===== src/rtl/opsel_pkg.sv =====
package opsel_pkg;

    // Operation codes; the encoding is the external contract of func
    typedef enum logic [2:0] {
        OP_HOLD = 3'b000,
        OP_LOAD = 3'b001,
        OP_ROTL = 3'b010,
        OP_ROTR = 3'b011,
        OP_INC1 = 3'b100,
        OP_INC2 = 3'b101,
        OP_DEC1 = 3'b110,
        OP_DEC2 = 3'b111
    } opsel_e;

    localparam int unsigned OPSEL_BITS = 3;

endpackage


===== src/rtl/opsel_edge.sv =====
module opsel_edge #(
    parameter bit SAMPLED_STEP = 1'b1
) (
    input  logic clk,
    input  logic rst_n,
    input  logic line_in,
    output logic fire
);

    generate
        if (SAMPLED_STEP) begin : g_sampled
            typedef struct packed {
                logic prev;
            } edge_state_t;

            edge_state_t st_d, st_q;

            always_comb begin
                st_d      = st_q;
                st_d.prev = line_in;
                fire      = line_in & ~st_q.prev;
            end

            always_ff @(posedge clk or negedge rst_n) begin
                if (!rst_n) begin
                    st_q <= '0;
                end else begin
                    st_q <= st_d;
                end
            end

            // a detected edge can never repeat on the following cycle
            a_r9_single_fire: assert property (@(posedge clk) disable iff (!rst_n)
                fire |=> !fire);
        end else begin : g_free_run
            logic unused_pins;
            assign unused_pins = line_in & rst_n;
            assign fire        = 1'b1;
        end
    endgenerate

endmodule


===== src/rtl/opsel_next.sv =====
module opsel_next
    import opsel_pkg::*;
#(
    parameter int unsigned WIDTH = 12
) (
    input  logic [WIDTH-1:0]      cur,
    input  logic [WIDTH-1:0]      din,
    input  logic [OPSEL_BITS-1:0] func,
    input  logic                  clr,
    output logic [WIDTH-1:0]      nxt
);

    localparam logic [WIDTH-1:0] STEP_ONE = WIDTH'(1);
    localparam logic [WIDTH-1:0] STEP_TWO = WIDTH'(2);

    opsel_e op;

    always_comb begin
        op = opsel_e'(func);
        if (clr) begin
            nxt = '0;
        end else begin
            unique case (op)
                OP_HOLD: nxt = cur;
                OP_LOAD: nxt = din;
                OP_ROTL: nxt = {cur[WIDTH-2:0], cur[WIDTH-1]};
                OP_ROTR: nxt = {cur[0], cur[WIDTH-1:1]};
                OP_INC1: nxt = cur + STEP_ONE;
                OP_INC2: nxt = cur + STEP_TWO;
                OP_DEC1: nxt = cur - STEP_ONE;
                OP_DEC2: nxt = cur - STEP_TWO;
                default: nxt = cur;
            endcase
        end
    end

endmodule


===== src/rtl/opsel_register.sv =====
module opsel_register
    import opsel_pkg::*;
#(
    parameter int unsigned WIDTH        = 12,
    parameter bit          SAMPLED_STEP = 1'b1
) (
    input  logic                  clk,
    input  logic                  rst_n,
    input  logic                  step_in,
    input  logic                  clr,
    input  logic [OPSEL_BITS-1:0] func,
    input  logic [WIDTH-1:0]      din,
    output logic [WIDTH-1:0]      dout
);

    localparam logic [WIDTH-1:0] ONE_W = WIDTH'(1);
    localparam logic [WIDTH-1:0] TWO_W = WIDTH'(2);

    typedef struct packed {
        logic [WIDTH-1:0] word;
    } word_state_t;

    word_state_t st_d, st_q;
    logic             fire;
    logic [WIDTH-1:0] nxt;

    opsel_edge #(
        .SAMPLED_STEP(SAMPLED_STEP)
    ) u_edge (
        .clk    (clk),
        .rst_n  (rst_n),
        .line_in(step_in),
        .fire   (fire)
    );

    opsel_next #(
        .WIDTH(WIDTH)
    ) u_next (
        .cur (st_q.word),
        .din (din),
        .func(func),
        .clr (clr),
        .nxt (nxt)
    );

    always_comb begin
        st_d = st_q;
        if (fire) begin
            st_d.word = nxt;
        end
    end

    always_ff @(posedge clk or negedge rst_n) begin
        if (!rst_n) begin
            st_q <= '0;
        end else begin
            st_q <= st_d;
        end
    end

    assign dout = st_q.word;

    // reset value
    always_comb begin
        if (!rst_n) begin
            a_r1_reset_zero: assert (st_q.word == '0);
        end
    end

    // clear wins over every code
    a_r2_clear_wins: assert property (@(posedge clk) disable iff (!rst_n)
        (fire && clr) |=> (dout == '0));

    // no step, no change
    a_r9_no_step_stable: assert property (@(posedge clk) disable iff (!rst_n)
        !fire |=> $stable(dout));

    // hold code
    a_r3_hold: assert property (@(posedge clk) disable iff (!rst_n)
        (fire && !clr && func == OP_HOLD) |=> $stable(dout));

    // load code
    a_r4_load: assert property (@(posedge clk) disable iff (!rst_n)
        (fire && !clr && func == OP_LOAD) |=> (dout == $past(din)));

    // rotate left
    a_r5_rotl: assert property (@(posedge clk) disable iff (!rst_n)
        (fire && !clr && func == OP_ROTL) |=>
        (dout == {$past(dout[WIDTH-2:0]), $past(dout[WIDTH-1])}));

    // rotate right
    a_r6_rotr: assert property (@(posedge clk) disable iff (!rst_n)
        (fire && !clr && func == OP_ROTR) |=>
        (dout == {$past(dout[0]), $past(dout[WIDTH-1:1])}));

    // up by two, modulo
    a_r7_inc2: assert property (@(posedge clk) disable iff (!rst_n)
        (fire && !clr && func == OP_INC2) |=> (dout - $past(dout) == TWO_W));

    // down by one, modulo
    a_r8_dec1: assert property (@(posedge clk) disable iff (!rst_n)
        (fire && !clr && func == OP_DEC1) |=> ($past(dout) - dout == ONE_W));

endmodule


===== config.mk =====
export PLATFORM = sky130hd
export DESIGN_NAME = opsel_register
export DESIGN_NICKNAME = d
export VERILOG_FILES = /design/src/rtl/opsel_pkg.sv /design/src/rtl/opsel_edge.sv /design/src/rtl/opsel_next.sv /design/src/rtl/opsel_register.sv
export SDC_FILE = /design/constraint.sdc
export NUM_CORES = 1
export LEC_CHECK = 0
export BUFFER_PORTS_ARGS = -buffer_cell sky130_fd_sc_hd__buf_2
export CORE_ASPECT_RATIO = 0.9
export CORE_MARGIN = 5
export CORE_UTILIZATION = 45
export DETAILED_ROUTE_END_ITERATION = 12
export PLACE_DENSITY = 0.65
export SYNTH_ARGS = -nofsm -noshare
export SYNTH_HDL_FRONTEND = slang
export SYNTH_SLANG_ARGS = --single-unit

===== constraint.sdc =====
create_clock -name clk -period 2.6 [get_ports clk]
set_clock_uncertainty 0.15 [all_clocks]
set_input_delay 0.52 -clock clk [delete_from_list [all_inputs] [get_ports clk]]
set_output_delay 0.52 -clock clk [all_outputs]
set_load 0.01 [all_outputs]

==> results of run 1 <==
==> routing by layer <==
layer	vias up	share of wire
met3	5	0.097
li1	1033	-
met5	-	0
met1	1036	0.46
met4	0	0.0095
met2	150	0.43
==> cells in the mapped netlist, drive strengths merged, types with 2 or more instances <==
cell and number:
nand2 27, a21oi 21, o21ai 21, clkbuf 19
nor2 19, dfrtp 13, mux2i 11, buf 10
nor3 10, xnor2 10, nand3 9, o22ai 7
a31oi 6, and3 6, nand2b 6, a211oi 5
nor4 5, o211ai 5, o31ai 5, inv 4
nor4b 3, or4 3, xor2 3, a22oi 2
ha 2, nand3b 2, nand4 2, nor2b 2
o32ai 2
==> path summary, 6_finish.rpt <==
path	from	slack, ns	to
max in group asynchronous	rst_n	2.03	dout[6]
worst max-delay path	dout[1]	0.21	dout[7]
worst min register to register	dout[6]	0.50	dout[6]
min in group clk	step_in	0.24	u_edge.g_sampled.st_q
worst min-delay path	rst_n	0.008	dout[0]
worst max register to register	dout[1]	0.21	dout[7]
==> through the flow <==
step / util / std cells
floorplan: - / 260
CTS: 0.5655 / 337
detailed placement: 0.5536 / 333
global route: 0.5655 / 337
finish: 0.5655 / 337
global placement: 0.5536 / 333
==> power by group through the flow <==
stage | logic [uW] | clock network (uW) | registers [uW]
floorplan | 491 | 0 | 314
global placement | 734 | 0 | 310
detailed placement | 738 | 0 | 310
CTS | 739 | 201 | 307
global route | 819 | 208 | 315
finish | 752 | 198 | 309
==> critical path: stages (launching register included) <==
cell	delay, ns
dfrtp_1	0.57
buf_4	0.25
nor4_1	0.37
nand4_1	0.20
o22ai_1	0.23
o31a_1	0.15
a21oi_1	0.05
or3_1	0.31
==> flip-flops by register name (all words and copies together) (netlist names) <==
register and count:
dout 12, u_edge.g_sampled.st_q 1
==> cells by family (layout without fill, tap and decap cells) <==
kind of cell	count (synthesis)	in the layout
and+or+nand+nor	100	100
AOI/OAI and AO/OA	88	88
buffers and inverters	33	64
xor gates and xnor gates	13	13
DFF	13	13
muxes	11	11
adders and majority gates	2	2
==> cell type report <==
cell class	instances	area, sq um
clock buffer	4	45.04
fill	387	1644
inverter	4	15.01
multi-input combinational	214	1339
sequential	13	325.3
tap	46	57.56
timing repair buffer	56	357.8
==> results.ini, run 1 <==
[critical_path]
path_max_fanout = 15
end_kind = flop
arrival_ns = 2.38
cp-start-kind = flop
ff2ff_path_depth = 7
required_ns = 2.59
critPathKind = flop to flop

[pwr]
pwr-share-comb = 0.597
p_leak_uw = 0.0008970
intPower_uw = 666.9
switching_share = 0.4700
powerDensity_mw_per_mm2 = 588.1
power_frac_clock = 0.157
netSwitchingPower_uw = 591.4
peakVddDrop_uv = 388.0
pwr-share-seq = 0.245
p_total_uw = 1258

[placed_design]
placed_cell_area_sq_mm = 0.002095
io_buffer_count = 30
place_ws_ns = 0.1358
gp_congestion = 0.9719
dp_hpwl_mm = 4.476

[logic_synthesis]
synth-compound-area-share = 0.3192
synth_edf_count = 0
syn_area_sq_mm = 0.001795
netlist_top_cells_area = dfrtp_1 (18%), mux2i_1 (6.1%), a21oi_1 (5.9%), nand2_1 (5.6%), o21ai_0 (5.6%)
ys_seq_area_frac = 0.1812
synth_top_area_cell = dfrtp_1
netlist.area_leader.share = 0.1812
syn_inst = 260
yosysUniqueCellTypes = 54
synth_top_family_by_area = compound AO/OA/AOI/OAI gates
synth-adder-area-share = 0.01394
ys_async_sr_fraction = 1.000
synth_nets = 281
yosys-mux-area-fraction = 0.06132
ys_seq_elements = 13
synthSimpleGateAreaFrac = 0.2850
avgSynthCellArea_sq_um = 6.906
yosys_most_used_dff = dfrtp_1
yosysWarnings = 0
synth-xor-area-share = 0.06341

[sta]
tightest_slew_ns = 0.5322
fin_crit_ns = 2.392
rsz0062_at_grt = no
finalHoldViolCount = 0
max-slew-margin-rel = 0.6414
max_freq_ghz = 0.4181
holdWs_ns = 0.008299
fin_crit_sh = 0.9200
fin_tns_setup_ns = 0
setup_viol = 0
fin_ws_ns = 0.2080
drv_slew = 0

[grt]
use_met2 = 0.3375
grt_pass1_vias = 2037
met1_usage = 0.3385
gr-total-overflow = 0
grt_max_degree = 18
busiest_layer = met1
antenna_found_initial = 0
grt_pass1_wl_mm = 10.18
grt_util_all_layers = 0.2289
grt_use_met3 = 0.02699

[routing]
drtIter0Drc = 254
drc = 0
viasPerCell = 6.599
wl_per_cell_microns = 18.50
vias = 2224
ant_nets = 0
drt_first_pass_iters = 5
wirelength_mm = 6.235

[outcome]
status = complete, no violations

[cells_and_area]
layout_commonest_cell = buf_2
layout-drive-gt1-share = 0.2234
nets = 313
final_cell_mix = buf_2 (30), nand2_1 (27), buf_4 (25)
area_growth_pct = 19.16
fin_area_sq_mm = 0.002140
insertedDiodeCount = 0

[floorplan]
rows = 21
io_pins = 31
start_util = 0.4745
core_sq_mm = 0.003784
die_width_microns = 76.58
fp.dieH_microns = 69.93
die_area_sq_mm = 0.005355

[clock_tree]
root_buffer = clkbuf_8
cts_hold_buf = 0
h-tree-depth = 1
post_cts_resized = 0
clockBufferDepth = 2
cts.sinks = 13
clk_pin_slew_worst_paths_ns = 0.07
cts_buffers = 3
tritoncts = built
cts_setup_buffers = 0
worst_skew_pair.late_latency_ns = 0.26

[run]
maxCapViolations = 0

[worst_hold_path]
hp-class = input port to async pin

Power figures use the tool's default switching activity.
==> run 2, diff against run 1 <==
--- a/config.mk
+++ b/config.mk
@@ -5,12 +5,15 @@
 export SDC_FILE = /design/constraint.sdc
 export NUM_CORES = 1
 export LEC_CHECK = 0
+export ABC_AREA = 1
 export BUFFER_PORTS_ARGS = -buffer_cell sky130_fd_sc_hd__buf_2
 export CORE_ASPECT_RATIO = 0.9
 export CORE_MARGIN = 5
 export CORE_UTILIZATION = 45
 export DETAILED_ROUTE_END_ITERATION = 12
-export PLACE_DENSITY = 0.65
+export PLACE_DENSITY = 0.63
+export SLEW_MARGIN = 20
 export SYNTH_ARGS = -nofsm -noshare
 export SYNTH_HDL_FRONTEND = slang
+export SYNTH_HIERARCHICAL = 1
 export SYNTH_SLANG_ARGS = --single-unit
==> results.ini, run 2 <==
[floorplan]
die_area_sq_mm = 0.006936  ; +30%
rows = 25  ; +19%
core_sq_mm = 0.005224  ; +38%
fp.dieH_microns = 79.52  ; +14%
start_util = 0.4625  ; -0.01202
io_pins = 31  ; unchanged
die_width_microns = 87.24  ; +14%

[critical_path]
end_kind = flop
arrival_ns = 2.19  ; -0.19 ns
ff2ff_path_depth = 15  ; +8
critPathKind = flop to flop
rr_startpoint = dout[3]
reg2reg_to = dout[7]
required_ns = 2.59  ; about the same
rrSetupSlack_ns = 0.40  ; +0.19 ns
crit_start = dout[3]
cp-start-kind = flop
crit_end = dout[7]
path_max_fanout = 8  ; -7

[routing]
viasPerCell = 5.979  ; -9.4%
ant_nets = 0  ; unchanged
wirelength_mm = 8.663  ; +39%
drc = 0  ; unchanged
drtIter0Drc = 259  ; +2.0%
vias = 3079  ; +38%
wl_per_cell_microns = 16.82  ; -9.1%
drt_first_pass_iters = 5  ; unchanged

[logic_synthesis]
yosys_most_used_dff = dfrtp_1
yosysUniqueCellTypes = 39  ; -28%
ys_async_sr_fraction = 1.000  ; unchanged
ys_seq_area_frac = 0.1346  ; -0.04654
yosysWarnings = 6  ; +6
synth_top_cells_by_count = nand2_1 (131), inv_1 (38), nand3_1 (30)
synth_top_area_cell = nand2_1
syn_inst = 406  ; +56%
netlist.area_leader.share = 0.2035  ; +0.02234
synthMostInstantiatedCell = nand2_1
syn_area_sq_mm = 0.002416  ; +35%
synth_edf_count = 0  ; unchanged
synthSimpleGateAreaFrac = 0.4764  ; +0.1914
netlist_top_cells_area = nand2_1 (20%), dfrtp_1 (13%), nand4_1 (6.7%), nand3_1 (6.2%), inv_1 (5.9%)
ys_seq_elements = 13  ; unchanged
synth-compound-area-share = 0.2118  ; -0.1074
synth_top_family_by_area = simple AND/OR/NAND/NOR gates
synth-adder-area-share = 0.01036  ; -0.003580
avgSynthCellArea_sq_um = 5.951  ; -14%
synth_nets = 427  ; +52%
yosys-mux-area-fraction = 0  ; -0.06132
synth-xor-area-share = 0.01813  ; -0.04529

[grt]
grt_pass1_wl_mm = 13.79  ; +35%
gr-total-overflow = 0  ; unchanged
grt_max_degree = 22  ; +4
busiest_layer = met2
grt_util_all_layers = 0.2551  ; +0.02623
use_met2 = 0.4067  ; +0.06922
antenna_found_initial = 0  ; unchanged
grt_use_met3 = 0.04334  ; +0.01635
grt_pass1_vias = 2822  ; +39%
met1_usage = 0.3354  ; -0.003118

[clock_tree]
h-tree-depth = 1  ; unchanged
root_buffer = clkbuf_8
cts.sinks = 13  ; unchanged
cts_hold_buf = 0  ; unchanged
clk_pin_slew_worst_paths_ns = 0.06  ; about the same
cts_setup_buffers = 0  ; unchanged
cts_buffers = 3  ; unchanged
post_cts_resized = 0  ; unchanged
worst_skew_pair.late_latency_ns = 0.25  ; about the same
tritoncts = built
clockBufferDepth = 2  ; unchanged

[placed_design]
gp_congestion = 0.9764  ; +0.46%
dp_hpwl_mm = 6.657  ; +49%
io_buffer_count = 30  ; unchanged

[worst_hold_path]
hp-class = input port to async pin

[sta]
rsz0062_at_grt = no
drv_slew = 0  ; unchanged
max_freq_ghz = 0.4545  ; +8.7%
setup_viol = 0  ; unchanged
holdWs_ns = 0.008565  ; +0.0002665 ns
max-slew-margin-rel = 0.6891  ; +0.04771
tightest_slew_ns = 0.4650  ; -0.06724 ns
fin_crit_sh = 0.8462  ; -0.07385
finalHoldViolCount = 0  ; unchanged
fin_crit_ns = 2.200  ; -0.1920 ns
fin_tns_setup_ns = 0  ; unchanged

[cells_and_area]
largest_reg_flops = 12  ; unchanged
final_cell_mix = nand2_1 (131), inv_1 (38), buf_2 (30), buf_4 (30), nand3_1 (30)
layout-drive-gt1-share = 0.2232  ; about the same
layout_commonest_cell = nand2_1
area_growth_pct = 13.93
nets = 470  ; +50%
insertedDiodeCount = 0  ; unchanged

[run]
maxCapViolations = 0  ; unchanged

[pwr]
p_leak_uw = 0.001387  ; +55%
peakVddDrop_uv = 295.3  ; -24%
powerDensity_mw_per_mm2 = 373.3  ; -37%

[outcome]
status = complete, no violations

run 2: cell types whose count changed after synthesis, moves of 11 or more:
cell and change:
mux2i_1 -11, nand2_2 +15, nand2_1 +104, inv_1 +34
nand3_1 +21, a21oi_1 -12, clkbuf_1 -16, nand4_1 +24
run 2: worst min path at each step:
| stage | from | endpoint | slack (ns) | depth (start not counted) |
|---|---|---|---|---|
| 6_report | rst_n | dout[0] | 0.009 | 1 |
| 5_1_grt | rst_n | dout[0] | 0.03 | 1 |
| 4_1_cts | rst_n | dout[0] | 0.01 | 1 |
| 3_5_place_dp | rst_n | dout[0] | 0.28 | 1 |
| 3_3_place_gp | rst_n | dout[0] | 0.27 | 1 |
| 2_1_floorplan | rst_n | dout[0] | 0.07 | 0 |
run 2: critical path: stages (launching register included):
cell     delay, ns
dfrtp_1       0.38
inv_1         0.30
buf_4         0.22
nand4_1       0.10
nand2_2       0.11
nand2_2       0.07
nor2_4        0.09
nand2_1       0.08
nand2_1       0.07
nand2_1       0.05
nand3_1       0.12
nand3_1       0.10
nand3_1       0.08
inv_1         0.05
nand2_1       0.07
nand2_1       0.05
run 2: cell families after synthesis:
logic type               Yosys count
AND/OR/NAND/NOR                  242
flip-flops                        13
XOR/XNOR                           5
adder cells (fa/ha/maj)            2
buffers and inverters             68
AO/OA/AOI/OAI                     76
run 2: power by group:
group          leakage (uW)  switching [uW]  internal [uW]
Sequential         0.000173            24.4            225
Combinational       0.00119             389            202
Clock             0.0000228            79.1            108
Total               0.00139             492            535
run 2: area by class of cell:
class                      count  area (sq um)
clock buffer                   4         45.04
fill                         561          2471
sequential                    13         325.3
tap                           67         83.83
timing repair buffer          61         395.4
multi-input combinational    325          1732
inverter                      45         171.4
run 2: stage by stage:
| step | total power, uW | cell area, sq um | std cells | setup slack, ns | utilization |
|---|---|---|---|---|---|
| finish | 1028 | 2753 | 515 | 0.4000 | 0.5269 |
| floorplan | 622.1 | 2416 | 406 | 0.4278 | - |
| global placement | 827.1 | 2708 | 511 | 0.1936 | 0.5183 |
| global route | 1090 | 2753 | 515 | 0.1446 | 0.5269 |
| detailed placement | 826.3 | 2708 | 511 | 0.2030 | 0.5183 |
| CTS | 1012 | 2753 | 515 | 0.4332 | 0.5269 |
run 2: per-layer routing:
| layer | up-vias | wire length, microns |
|---|---|---|
| met5 | - | 0 |
| li1 | 1467 | - |
| met4 | 0 | 367 |
| met3 | 35 | 758 |
| met2 | 176 | 3939 |
| met1 | 1401 | 3597 |
